**src/rtl/radio_rx_pkg.sv**
```systemverilog
package radio_rx_pkg;

    localparam int LEN_W  = 6;
    localparam int HDR_W  = 38;
    localparam int CRC_W  = 16;
    localparam int BYTE_W = 8;

    localparam logic [CRC_W-1:0] CRC_POLY = 16'h1021;
    localparam logic [CRC_W-1:0] CRC_INIT = 16'hFFFF;

    typedef enum logic [2:0] {
        S_HUNT,
        S_LEN,
        S_HDR,
        S_PAY,
        S_CRC
    } rx_state_e;

    // first received header bit is the MSB of tx_addr
    typedef struct packed {
        logic [5:0] tx_addr;
        logic [5:0] rx_addr;
        logic [5:0] src_addr;
        logic [5:0] dst_addr;
        logic [2:0] kind;
        logic       ack;
        logic       rsvd;
        logic [7:0] seq;
        logic       more;
    } mac_hdr_t;

endpackage

```
**src/rtl/delim_detect.sv**
```systemverilog
module delim_detect #(
    parameter int           W       = 16,
    parameter logic [W-1:0] PATTERN = 16'hF3A5
) (
    input  logic clk,
    input  logic rst_n,
    input  logic en,
    input  logic bit_in,
    output logic hit
);

    localparam int FILL_W = $clog2(W + 1);
    localparam logic [FILL_W-1:0] FULL = FILL_W'(W - 1);

    logic [W-2:0]      hist;
    logic [FILL_W-1:0] fill;

    // match on the bits already held plus the current one
    assign hit = en && (fill == FULL) && ({hist, bit_in} == PATTERN);

    always_ff @(posedge clk or negedge rst_n) begin
        if (!rst_n) begin
            hist <= '0;
            fill <= '0;
        end else if (hit) begin
            hist <= '0;
            fill <= '0;
        end else if (en) begin
            hist <= {hist[W-3:0], bit_in};
            if (fill != FULL) begin
                fill <= fill + 1'b1;
            end
        end
    end

    // a consumed delimiter must be rebuilt from fresh bits
    a_r9_no_back_to_back_hit: assert property (@(posedge clk) disable iff (!rst_n)
        hit |=> !hit);

endmodule

```
**src/rtl/crc16_serial.sv**
```systemverilog
module crc16_serial #(
    parameter int           W    = 16,
    parameter logic [W-1:0] POLY = 16'h1021,
    parameter logic [W-1:0] INIT = 16'hFFFF
) (
    input  logic         clk,
    input  logic         rst_n,
    input  logic         init,
    input  logic         en,
    input  logic         bit_in,
    output logic [W-1:0] crc
);

    logic         fb;
    logic [W-1:0] crc_n;

    assign fb    = crc[W-1] ^ bit_in;
    assign crc_n = {crc[W-2:0], 1'b0} ^ (fb ? POLY : '0);

    always_ff @(posedge clk or negedge rst_n) begin
        if (!rst_n) begin
            crc <= INIT;
        end else if (init) begin
            crc <= INIT;
        end else if (en) begin
            crc <= crc_n;
        end
    end

    // restart and accumulate are never requested together
    a_r7_init_en_exclusive: assert property (@(posedge clk) disable iff (!rst_n)
        !(init && en));

endmodule

```
**src/rtl/frame_fsm.sv**
```systemverilog
module frame_fsm
    import radio_rx_pkg::*;
(
    input  logic              clk,
    input  logic              rst_n,
    input  logic              rx_bit,
    input  logic              delim_hit,
    input  logic [CRC_W-1:0]  crc_calc,
    output logic              hunt_en,
    output logic              crc_init,
    output logic              crc_en,
    output logic              hdr_valid,
    output mac_hdr_t          hdr_q,
    output logic [LEN_W-1:0]  frm_len,
    output logic [BYTE_W-1:0] byte_data,
    output logic              byte_valid,
    output logic              byte_last,
    output logic              frame_done,
    output logic              crc_ok
);

    localparam int CNT_W = $clog2(HDR_W);
    localparam logic [CNT_W-1:0] LEN_END  = CNT_W'(LEN_W - 1);
    localparam logic [CNT_W-1:0] HDR_END  = CNT_W'(HDR_W - 1);
    localparam logic [CNT_W-1:0] CRC_END  = CNT_W'(CRC_W - 1);
    localparam logic [CNT_W-1:0] BYTE_END = CNT_W'(BYTE_W - 1);

    rx_state_e          state, state_n;
    logic [CNT_W-1:0]   cnt, cnt_n;
    logic [LEN_W-1:0]   len_q;
    logic [LEN_W-1:0]   byte_cnt;
    logic [HDR_W-2:0]   hdr_sh;
    logic [BYTE_W-2:0]  byte_sh;
    logic [CRC_W-2:0]   crc_sh;
    logic               byte_end;
    logic               final_byte;

    assign byte_end   = (state == S_PAY) && (cnt == BYTE_END);
    assign final_byte = (byte_cnt == len_q - LEN_W'(1));

    assign hunt_en  = (state == S_HUNT);
    assign crc_init = delim_hit;
    assign crc_en   = (state == S_LEN) || (state == S_HDR) || (state == S_PAY);

    // next state
    always_comb begin
        state_n = state;
        unique case (state)
            S_HUNT: if (delim_hit) state_n = S_LEN;
            S_LEN:  if (cnt == LEN_END) state_n = S_HDR;
            S_HDR:  if (cnt == HDR_END) state_n = (len_q == '0) ? S_CRC : S_PAY;
            S_PAY:  if (byte_end && final_byte) state_n = S_CRC;
            S_CRC:  if (cnt == CRC_END) state_n = S_HUNT;
            default: state_n = S_HUNT;
        endcase
    end

    always_comb begin
        if (state_n != state || byte_end || state == S_HUNT) begin
            cnt_n = '0;
        end else begin
            cnt_n = cnt + 1'b1;
        end
    end

    // state register
    always_ff @(posedge clk or negedge rst_n) begin
        if (!rst_n) begin
            state <= S_HUNT;
            cnt   <= '0;
        end else begin
            state <= state_n;
            cnt   <= cnt_n;
        end
    end

    // field capture and outputs
    always_ff @(posedge clk or negedge rst_n) begin
        if (!rst_n) begin
            len_q      <= '0;
            byte_cnt   <= '0;
            hdr_sh     <= '0;
            byte_sh    <= '0;
            crc_sh     <= '0;
            hdr_q      <= '0;
            frm_len    <= '0;
            byte_data  <= '0;
            hdr_valid  <= 1'b0;
            byte_valid <= 1'b0;
            byte_last  <= 1'b0;
            frame_done <= 1'b0;
            crc_ok     <= 1'b0;
        end else begin
            hdr_valid  <= 1'b0;
            byte_valid <= 1'b0;
            byte_last  <= 1'b0;
            frame_done <= 1'b0;
            crc_ok     <= 1'b0;
            unique case (state)
                S_HUNT: begin
                    if (delim_hit) byte_cnt <= '0;
                end
                S_LEN: begin
                    len_q <= {len_q[LEN_W-2:0], rx_bit};
                end
                S_HDR: begin
                    hdr_sh <= {hdr_sh[HDR_W-3:0], rx_bit};
                    if (cnt == HDR_END) begin
                        hdr_q     <= mac_hdr_t'({hdr_sh, rx_bit});
                        frm_len   <= len_q;
                        hdr_valid <= 1'b1;
                    end
                end
                S_PAY: begin
                    byte_sh <= {byte_sh[BYTE_W-3:0], rx_bit};
                    if (byte_end) begin
                        byte_data  <= {byte_sh, rx_bit};
                        byte_valid <= 1'b1;
                        byte_last  <= final_byte;
                        byte_cnt   <= byte_cnt + 1'b1;
                    end
                end
                S_CRC: begin
                    crc_sh <= {crc_sh[CRC_W-3:0], rx_bit};
                    if (cnt == CRC_END) begin
                        frame_done <= 1'b1;
                        crc_ok     <= (crc_calc == {crc_sh, rx_bit});
                    end
                end
                default: ;
            endcase
        end
    end

    a_r10_one_strobe: assert property (@(posedge clk) disable iff (!rst_n)
        $onehot0({hdr_valid, byte_valid, frame_done}));

    a_r8_ok_needs_done: assert property (@(posedge clk) disable iff (!rst_n)
        crc_ok |-> frame_done);

    a_r5_last_needs_valid: assert property (@(posedge clk) disable iff (!rst_n)
        byte_last |-> byte_valid);

    a_r5_bytes_within_len: assert property (@(posedge clk) disable iff (!rst_n)
        (state == S_PAY) |-> (byte_cnt < len_q));

    a_r6_zero_len_skips_pay: assert property (@(posedge clk) disable iff (!rst_n)
        (hdr_valid && frm_len == '0) |-> (state == S_CRC));

    a_r4_hdr_then_body: assert property (@(posedge clk) disable iff (!rst_n)
        hdr_valid |-> (state == S_PAY || state == S_CRC));

    a_r9_done_back_to_hunt: assert property (@(posedge clk) disable iff (!rst_n)
        frame_done |-> (state == S_HUNT));

endmodule

```
**src/rtl/radio_frame_rx.sv**
```systemverilog
module radio_frame_rx
    import radio_rx_pkg::*;
#(
    parameter logic [15:0] DELIM_PATTERN = 16'hF3A5
) (
    input  logic       clk,
    input  logic       rst_n,
    input  logic       rx_bit,
    output logic       hdr_valid,
    output logic [5:0] hdr_tx_addr,
    output logic [5:0] hdr_rx_addr,
    output logic [5:0] hdr_src_addr,
    output logic [5:0] hdr_dst_addr,
    output logic [2:0] hdr_kind,
    output logic       hdr_ack,
    output logic       hdr_rsvd,
    output logic [7:0] hdr_seq,
    output logic       hdr_more,
    output logic [5:0] frm_len,
    output logic [7:0] byte_data,
    output logic       byte_valid,
    output logic       byte_last,
    output logic       frame_done,
    output logic       crc_ok
);

    localparam int DELIM_W = $bits(DELIM_PATTERN);

    logic             hunt_en;
    logic             delim_hit;
    logic             crc_init;
    logic             crc_en;
    logic [CRC_W-1:0] crc_val;
    mac_hdr_t         hdr;

    delim_detect #(
        .W       (DELIM_W),
        .PATTERN (DELIM_PATTERN)
    ) u_delim (
        .clk    (clk),
        .rst_n  (rst_n),
        .en     (hunt_en),
        .bit_in (rx_bit),
        .hit    (delim_hit)
    );

    crc16_serial #(
        .W    (CRC_W),
        .POLY (CRC_POLY),
        .INIT (CRC_INIT)
    ) u_crc (
        .clk    (clk),
        .rst_n  (rst_n),
        .init   (crc_init),
        .en     (crc_en),
        .bit_in (rx_bit),
        .crc    (crc_val)
    );

    frame_fsm u_fsm (
        .clk        (clk),
        .rst_n      (rst_n),
        .rx_bit     (rx_bit),
        .delim_hit  (delim_hit),
        .crc_calc   (crc_val),
        .hunt_en    (hunt_en),
        .crc_init   (crc_init),
        .crc_en     (crc_en),
        .hdr_valid  (hdr_valid),
        .hdr_q      (hdr),
        .frm_len    (frm_len),
        .byte_data  (byte_data),
        .byte_valid (byte_valid),
        .byte_last  (byte_last),
        .frame_done (frame_done),
        .crc_ok     (crc_ok)
    );

    assign hdr_tx_addr  = hdr.tx_addr;
    assign hdr_rx_addr  = hdr.rx_addr;
    assign hdr_src_addr = hdr.src_addr;
    assign hdr_dst_addr = hdr.dst_addr;
    assign hdr_kind     = hdr.kind;
    assign hdr_ack      = hdr.ack;
    assign hdr_rsvd     = hdr.rsvd;
    assign hdr_seq      = hdr.seq;
    assign hdr_more     = hdr.more;

endmodule

```
**config.mk**
```make
export PLATFORM = sky130hd
export DESIGN_NAME = radio_frame_rx
export DESIGN_NICKNAME = d
export VERILOG_FILES = /design/src/rtl/radio_rx_pkg.sv /design/src/rtl/delim_detect.sv /design/src/rtl/crc16_serial.sv /design/src/rtl/frame_fsm.sv /design/src/rtl/radio_frame_rx.sv
export SDC_FILE = /design/constraint.sdc
export NUM_CORES = 1
export LEC_CHECK = 0
export ABC_AREA = 1
export BUFFER_PORTS_ARGS = -buffer_cell sky130_fd_sc_hd__buf_2
export CORE_MARGIN = 10
export CORE_UTILIZATION = 59
export DETAILED_ROUTE_END_ITERATION = 6
export PLACE_DENSITY = 0.79
export SLEW_MARGIN = 10
export SYNTH_ARGS = -nofsm -noshare
export SYNTH_HDL_FRONTEND = slang
export SYNTH_SLANG_ARGS = --single-unit
export TNS_END_PERCENT = 5
```
**constraint.sdc**
```tcl
create_clock -name clk -period 2.5 [get_ports clk]
set_clock_uncertainty 0.1 [all_clocks]
set_input_delay 0.125 -clock clk [delete_from_list [all_inputs] [get_ports clk]]
set_output_delay 0.125 -clock clk [all_outputs]
set_load 0.05 [all_outputs]
```
# ---- After elaboration in Yosys (flattened, before gate mapping)
# Index checks and enable logic that the tools add are counted.
dict set report totals {
  reg_bits 173
  input_bits 3
  out_inout_bits 57
  wordCells 95
}
dict set report classes {
  n_addsub 4
  n_eq_ne 16
  n_mux 29
  bitwise 2
  reduce_logical 18
}
# op n
set ops {}
lappend ops {{two-way mux 16 bit} 2}
lappend ops {{two-way mux 15 bit} 2}
lappend ops {{two-way mux 3 bit} 6}
lappend ops {{two-way mux 6 bit} 3}
lappend ops {{== test 16 bit} 1}
lappend ops {{== test 16 bit (second input constant)} 1}
lappend ops {{XOR 16 bit} 1}
lappend ops {{two-way mux 5 bit} 3}
lappend ops {{case mux 3 bit (5 select lines)} 1}
lappend ops {{two-way mux 13 bit} 1}
lappend ops {{adder 6 x 1 -> 6 bit (second input constant)} 2}
lappend ops {{== test 6 x 3 -> 1 bit (second input constant)} 2}
lappend ops {{case mux 6 bit (2 select lines)} 1}
lappend ops {{two-way mux 1 bit} 10}
lappend ops {{nonzero test 2 bit} 4}
lappend ops {{== test 3 x 2 -> 1 bit (second input constant)} 2}
lappend ops {{== test 6 x 4 -> 1 bit (second input constant)} 1}
lappend ops {{== test 6 bit} 1}
lappend ops {{== test 6 bit (second input constant)} 1}
lappend ops {{logical NOT 6 bit} 1}
lappend ops {{AND reduction 2 bit} 3}
lappend ops {{subtractor 6 x 1 -> 6 bit (second input constant)} 1}
lappend ops {{adder 5 x 1 -> 5 bit (second input constant)} 1}
lappend ops {{== test 5 x 4 -> 1 bit (second input constant)} 1}
lappend ops {{other kinds (11)} 17}

# ---- Depth between registers and ports, before layout
dict set report depth {
  word_depth 9
  ltp_mapped 16
  mapped_depth_nobuf 16
}

# ---- Hierarchy
# Synthesis repeated with hierarchy kept, for this count alone.
dict set report unflattened {
  hier_cells 818
  area_unflattened_um2 7390.8
}
# mod n_inst cells_each area_each_um2 seq_area_each_um2
set by_module_without_submodules {}
lappend by_module_without_submodules {frame_fsm 1 631 5659.2 3428.3}
lappend by_module_without_submodules {delim_detect 1 120 987.2 500.5}
lappend by_module_without_submodules {crc16_serial 1 67 744.5 420.4}

# ---- Worst setup path before layout
# OpenSTA, ideal clock, no wires.
dict set report synth_path {
  path_type {reg2reg}
  from {register u_delim.fill[0]}
  to {register u_fsm.byte_cnt[5]}
  setup_ns 0.120
  t_arrival_ns 1.705
  required_ns 2.280
  setup_slack_ns 0.575
  stages_incl_launch_ff 16
  n_path_buf 0
  synth_period_minus_slack_ns 1.925
  path_cell_list {dfrtp_1 ha_1 nand2_1 nor2_1 ha_1 inv_1 nor2_1 nand4_1 inv_1 nand3_4 nand2_2 nand2_1 nor2_1 nand2_1 o21ai_0 nor2_1}
}
dict set report synth_between {
  elab_chain_cells 5
}
# item line_no
set synth_rtl {}
lappend synth_rtl {{start, declared} delim_detect.sv:16} ;# logic [FILL_W-1:0] fill;
lappend synth_rtl {{start signal, assigned} delim_detect.sv:31} ;# fill <= fill + 1'b1;
lappend synth_rtl {{== test 5 x 4 -> 1 bit} delim_detect.sv:19} ;# assign hit = en && (fill == FULL) && ({hist, bit_in} == PATTERN);
lappend synth_rtl {{logical AND 1 bit (2 in a row)} delim_detect.sv:19}
lappend synth_rtl {{!= test 2 bit (no source line)} --}
lappend synth_rtl {{AND reduction 3 bit (no source line)} --}
lappend synth_rtl {{end signal, assigned} frame_fsm.sv:120} ;# byte_cnt <= byte_cnt + 1'b1;
lappend synth_rtl {{end, declared} frame_fsm.sv:31} ;# logic [LEN_W-1:0] byte_cnt;
# Every way passes these cells.
# A chain may end at the register's enable or synchronous reset.

# ---- Worst setup path in the final report
dict set report layout_path {
  from {register u_delim.fill[0]}
  to {register u_fsm.cnt[2]}
}
dict set report layout_between {
  elab_chain_cells 9
}
# item line_no
set layout_rtl {}
lappend layout_rtl {{== test 5 x 4 -> 1 bit} delim_detect.sv:19}
lappend layout_rtl {{logical AND 1 bit (2 in a row)} delim_detect.sv:19}
lappend layout_rtl {{two-way mux 3 bit} frame_fsm.sv:49} ;# S_HUNT: if (delim_hit) state_n = S_LEN;
lappend layout_rtl {{case mux 3 bit (5 select lines)} frame_fsm.sv:48} ;# unique case (state)
lappend layout_rtl {{via u_fsm.state_n[0]} frame_fsm.sv:28} ;# rx_state_e state, state_n;
lappend layout_rtl {{!= test 3 bit} frame_fsm.sv:59} ;# if (state_n != state || byte_end || state == S_HUNT) begin
lappend layout_rtl {{logical OR 1 bit (2 in a row)} frame_fsm.sv:59}
lappend layout_rtl {{two-way mux 6 bit} frame_fsm.sv:59}
lappend layout_rtl {{via u_fsm.cnt_n[2]} frame_fsm.sv:29} ;# logic [CNT_W-1:0] cnt, cnt_n;
lappend layout_rtl {{end signal, assigned} frame_fsm.sv:73} ;# cnt <= cnt_n;
lappend layout_rtl {{end, declared} frame_fsm.sv:29}
# The timed path passes the listed nets, and every way through them passes these cells.

==> reports/qor_table.md <==
| Metric | This run |
| --- | --- |
| Run status | completed |
| Clk_lat worst skew | 0.42 ns |
| Endpoint of the worst-slack reg-to-reg timing path | u_fsm.cnt[2] |
| Initial DRC Count | 520 |
| Leakage power | 4.25 nW |
| F_max | 454 MHz |
| Post-CTS Setup Bufs | 0 |
| Worst-path cell chain | ha_1 > nand2_1 > nor2_1 > ha_1 > inv_1 > nor2_1 > nand4_1 > inv_1 > nand3_4 > inv_2 > nor2_1 > nand2_2 > nand2_1 > nand2_1 > nand2_2 > nor2_1 |
| Min-delay worst type | primary input to asynchronous set/reset pin |
| Antenna violations before repair | 0 |
| Mux cell area share after synthesis | 0.918% |
| Total via count in the routed design | 5391 |
| Worst vdd rail ir drop | 0.645 mV |
| Setup repair after global routing missed its margin | no |
| Reg power frac | 47.4% |
| Arrival time at the worst endpoint | 2.41 ns |
| Least-Margin Pin Slew | 0.792 ns |
| Max Root-Sink Buffers | 2 |
| TritonCTS clock tree | built |
| Total power divided by cell area | 954 nW/um2 |
| Adder-Cell Fraction of Synth Area | 1.21% |
| Switching portion of total power | 31.6% |
| Via density per instance | 5.34 |
| Number of global-route vias before repair | 5264 |
| HPWL after detailed placement | 9780 um |
| Distinct cell type count after synthesis | 33 |
| Count of input and output buffers | 59 |
| Mean routed wirelength per cell | 14.2 um |
| Maximum number of pins on one net before global-route repair | 87 |
| Maximum fanout along the worst path | 13 |
| Total count of max-transition violations in the final report | 0 |
| Post-Layout Inst Area | 8270 um2 |
| Internal Dissipation | 5.39 mW |
| Post-layout utilization of the core | 68.8% |
| Cell count of the worst reg-to-reg path | 16 |
| Critical path type | flop to flop |
| Antenna diode count | 0 |
| Buffer cell driving the clock tree root | sky130_fd_sc_hd__clkbuf_16 |
| Synthesized area | 7230 um2 |
| Mapped Nets | 799 |
| Cell count after synthesis | 789 |
| GR Util All Layers | 17.7% |
| Largest family of logic cells by synthesized area | simple AND/OR/NAND/NOR gates |
| Placement-stage cell area | 7700 um2 |
| Number of antenna-violating nets in the routed design | 0 |
| Aggregate routed wire length | 14400 um |
| Kind of end point of the critical path | flop |
| Startpoint class of the critical path | flop |
| First-pass GRT wire length | 24400 um |
| Final global-route overflow total | 0 |
| Post-synthesis compound-gate area fraction | 11.5% |
| Share of layout cells above drive strength 1 | 15.2% |
| Clock period minus worst slack | 2.20 ns |
| DIE WIDTH | 131 um |
| Ratio of final minimum period to clock period | 88.1% |
| Nets | 859 |
| Reported net switching power | 2.49 mW |
| CP max stage cell | sky130_fd_sc_hd__dfrtp_1 |
| Pre-antenna DRT Iters | 5 |
| Most common cell after layout, fill and taps aside | sky130_fd_sc_hd__nand2_1 |
| Setup TNS Final | 0 ns |
| Required time at the worst-slack endpoint | 2.70 ns |
| YS warnings | 0 |
| Die ar. | 17100 um2 |
| TritonCTS Sinks | 173 |
| Final hold viol count | 0 |
| Relative max-transition margin | 47.0% |
| R2r startpoint | u_delim.fill[0] |
| Commonest cells after routing, fill and taps aside | sky130_fd_sc_hd__nand2_1 (201), sky130_fd_sc_hd__dfrtp_1 (157), sky130_fd_sc_hd__o21ai_0 (129) |
| Placeable core region | 12000 um2 |
| Sum of internal, switching and leakage power | 7.88 mW |
| Weighted congestion reported at the end of routability-driven placement | 0.849 |
| Num CTS Buffers | 17 |
| Count of final setup violators | 0 |
| Starting density of the core | 60.2% |
| Count of state elements after synthesis | 173 |
| H-tree depth reported by CTS | 4 |
| Floorplan die height | 131 um |
| Critical Path Most Common Cell | sky130_fd_sc_hd__nor2_1 |
| Reported max-cap violation count | 0 |
| Average cell area after synthesis | 9.16 um2 |
| Area growth syn-to-layout | 14.4% |
| Clk pin slew, worst setup/hold paths | 0.06 ns |
| Minimum hold slack | 0.201 ns |
| Worst setup slack for register-to-register paths | 0.30 ns |
| Post-synthesis simple-gate area fraction | 16.8% |
| Number of top-level design ports | 60 |
| Post-detailed-route DRC marker count | 0 |
| Xor and xnor area share after synthesis | 2.06% |
| Total number of placement rows | 40 |
| Sequential fraction of the synthesis area | 60.2% |
| Max incr delay on CP | 0.41 ns |
| Clock group share of total power | 30.8% |
| Power share of the combinational group | 21.8% |
Yosys cell counts:
cell type / number / share of area, %
sky130_fd_sc_hd__o22ai_1: 5 / 0.43
sky130_fd_sc_hd__o21ai_0: 129 / 8.9
sky130_fd_sc_hd__xor2_1: 8 / 0.97
sky130_fd_sc_hd__o211ai_1: 9 / 0.93
sky130_fd_sc_hd__mux2i_1: 1 / 0.14
sky130_fd_sc_hd__nand2_2: 5 / 0.43
sky130_fd_sc_hd__nand3_4: 2 / 0.48
sky130_fd_sc_hd__nor2_1: 44 / 2.3
sky130_fd_sc_hd__o31ai_1: 1 / 0.10
sky130_fd_sc_hd__nand2_1: 201 / 10
sky130_fd_sc_hd__and3_1: 1 / 0.087
sky130_fd_sc_hd__nand4_1: 11 / 0.95
sky130_fd_sc_hd__o21ai_1: 1 / 0.069
sky130_fd_sc_hd__buf_2: 6 / 0.42
sky130_fd_sc_hd__clkbuf_1: 19 / 0.99
sky130_fd_sc_hd__a21oi_1: 9 / 0.62
sky130_fd_sc_hd__nor2_2: 1 / 0.087
sky130_fd_sc_hd__nand3_2: 1 / 0.14
sky130_fd_sc_hd__nor2_4: 3 / 0.47
sky130_fd_sc_hd__dfrtp_1: 157 / 54
sky130_fd_sc_hd__o21ai_2: 1 / 0.12
sky130_fd_sc_hd__xnor2_1: 9 / 1.1
sky130_fd_sc_hd__nand3_1: 17 / 1.2
sky130_fd_sc_hd__nor3_1: 4 / 0.28
sky130_fd_sc_hd__a211o_1: 1 / 0.12
sky130_fd_sc_hd__o21a_1: 1 / 0.10
sky130_fd_sc_hd__buf_1: 3 / 0.16
sky130_fd_sc_hd__a31oi_1: 1 / 0.087
sky130_fd_sc_hd__mux2_2: 5 / 0.78
sky130_fd_sc_hd__inv_1: 108 / 5.6
sky130_fd_sc_hd__inv_2: 2 / 0.10
sky130_fd_sc_hd__ha_1: 7 / 1.2
sky130_fd_sc_hd__dfstp_2: 16 / 5.8
through the flow:
| step | cells | setup slack, ns |
|---|---|---|
| 6_report | 1009 | 0.298 |
| 5_1_grt | 1009 | 0.00919 |
| 4_1_cts | 1009 | 0.260 |
| 3_5_place_dp | 975 | 0.296 |
| 3_3_place_gp | 975 | 0.416 |
| 2_1_floorplan | 789 | 0.575 |
power groups by stage:
stage	Sequential (mW)	Clock, mW	Combinational, mW
final	3.74	2.42	1.72
after CTS	3.74	2.46	1.73
after detailed placement	3.78	0	1.71
after global routing	3.81	2.61	1.97
after floorplan	3.84	0	1.17
after global placement	3.75	0	1.62
cell families (layout without fill, tap and decap cells):
kind of cell,count (synthesis),count (layout)
compound gates,158,158
xor+xnor,17,17
simple gates,290,290
flops,173,173
buf+inv,138,211
mux,6,6
fa+ha+maj,7,7
layout make-up:
class / count / area [um2]
Sequential cell: 173 / 4350
Timing Repair Buffer: 69 / 419
Clock buffer: 26 / 479
Clock inverter: 6 / 63.8
Inverter: 110 / 413
Multi-Input combinational cell: 478 / 2360
Tap cell: 147 / 184
Fill cell: 942 / 3750
worst max-delay path by stage:
stage	from	to	depth (start not counted)	slack, ns
after floorplan	u_delim.fill[0]	u_fsm.byte_cnt[5]	15	0.58
after global placement	u_delim.fill[0]	u_fsm.cnt[0]	16	0.42
after detailed placement	u_delim.fill[0]	u_fsm.cnt[4]	16	0.30
after CTS	u_delim.fill[0]	u_fsm.cnt[2]	16	0.26
after global routing	u_delim.fill[0]	u_fsm.cnt[2]	16	0.009
final	u_delim.fill[0]	u_fsm.cnt[2]	16	0.30
worst max-delay path: cells and delay by family (launching register included):
kind	cells	cell delay [ns]
and+or+nand+nor	11	0.96
adders and majority gates	2	0.41
buffers and inverters	3	0.20
DFF	1	0.41
metal layers:
| metal | up-vias | track usage [%] | share of wire (%) |
|---|---|---|---|
| met5 | - | 0 | 0 |
| li1 | 2623 | - | - |
| met3 | 24 | 4.92 | 5.5 |
| met1 | 2589 | 23.2 | 46 |
| met4 | 0 | 6.41 | 1.8 |
| met2 | 155 | 27.8 | 46 |
what timing repair did:
action	4_1_cts	5_1_grt
endpoints found under the setup margin	0	6
hold buffers	2	0
endpoints found under the hold margin	78	0
resized for setup	0	1
state kept, by name, indices dropped and copies added (netlist names):
name	flops
u_fsm.len_q	6
u_fsm.hdr_valid	1
u_delim.hist	15
u_fsm.frame_done	1
u_fsm.hdr_sh	37
u_fsm.state	3
u_delim.fill	5
u_fsm.crc_ok	1
u_fsm.frm_len	6
u_fsm.byte_sh	7
u_fsm.byte_valid	1
u_crc.crc	16
u_fsm.byte_data	8
u_fsm.hdr_q	38
u_fsm.cnt	6
u_fsm.byte_last	1
u_fsm.crc_sh	15
u_fsm.byte_cnt	6
(Power assumes the default switching activity.)
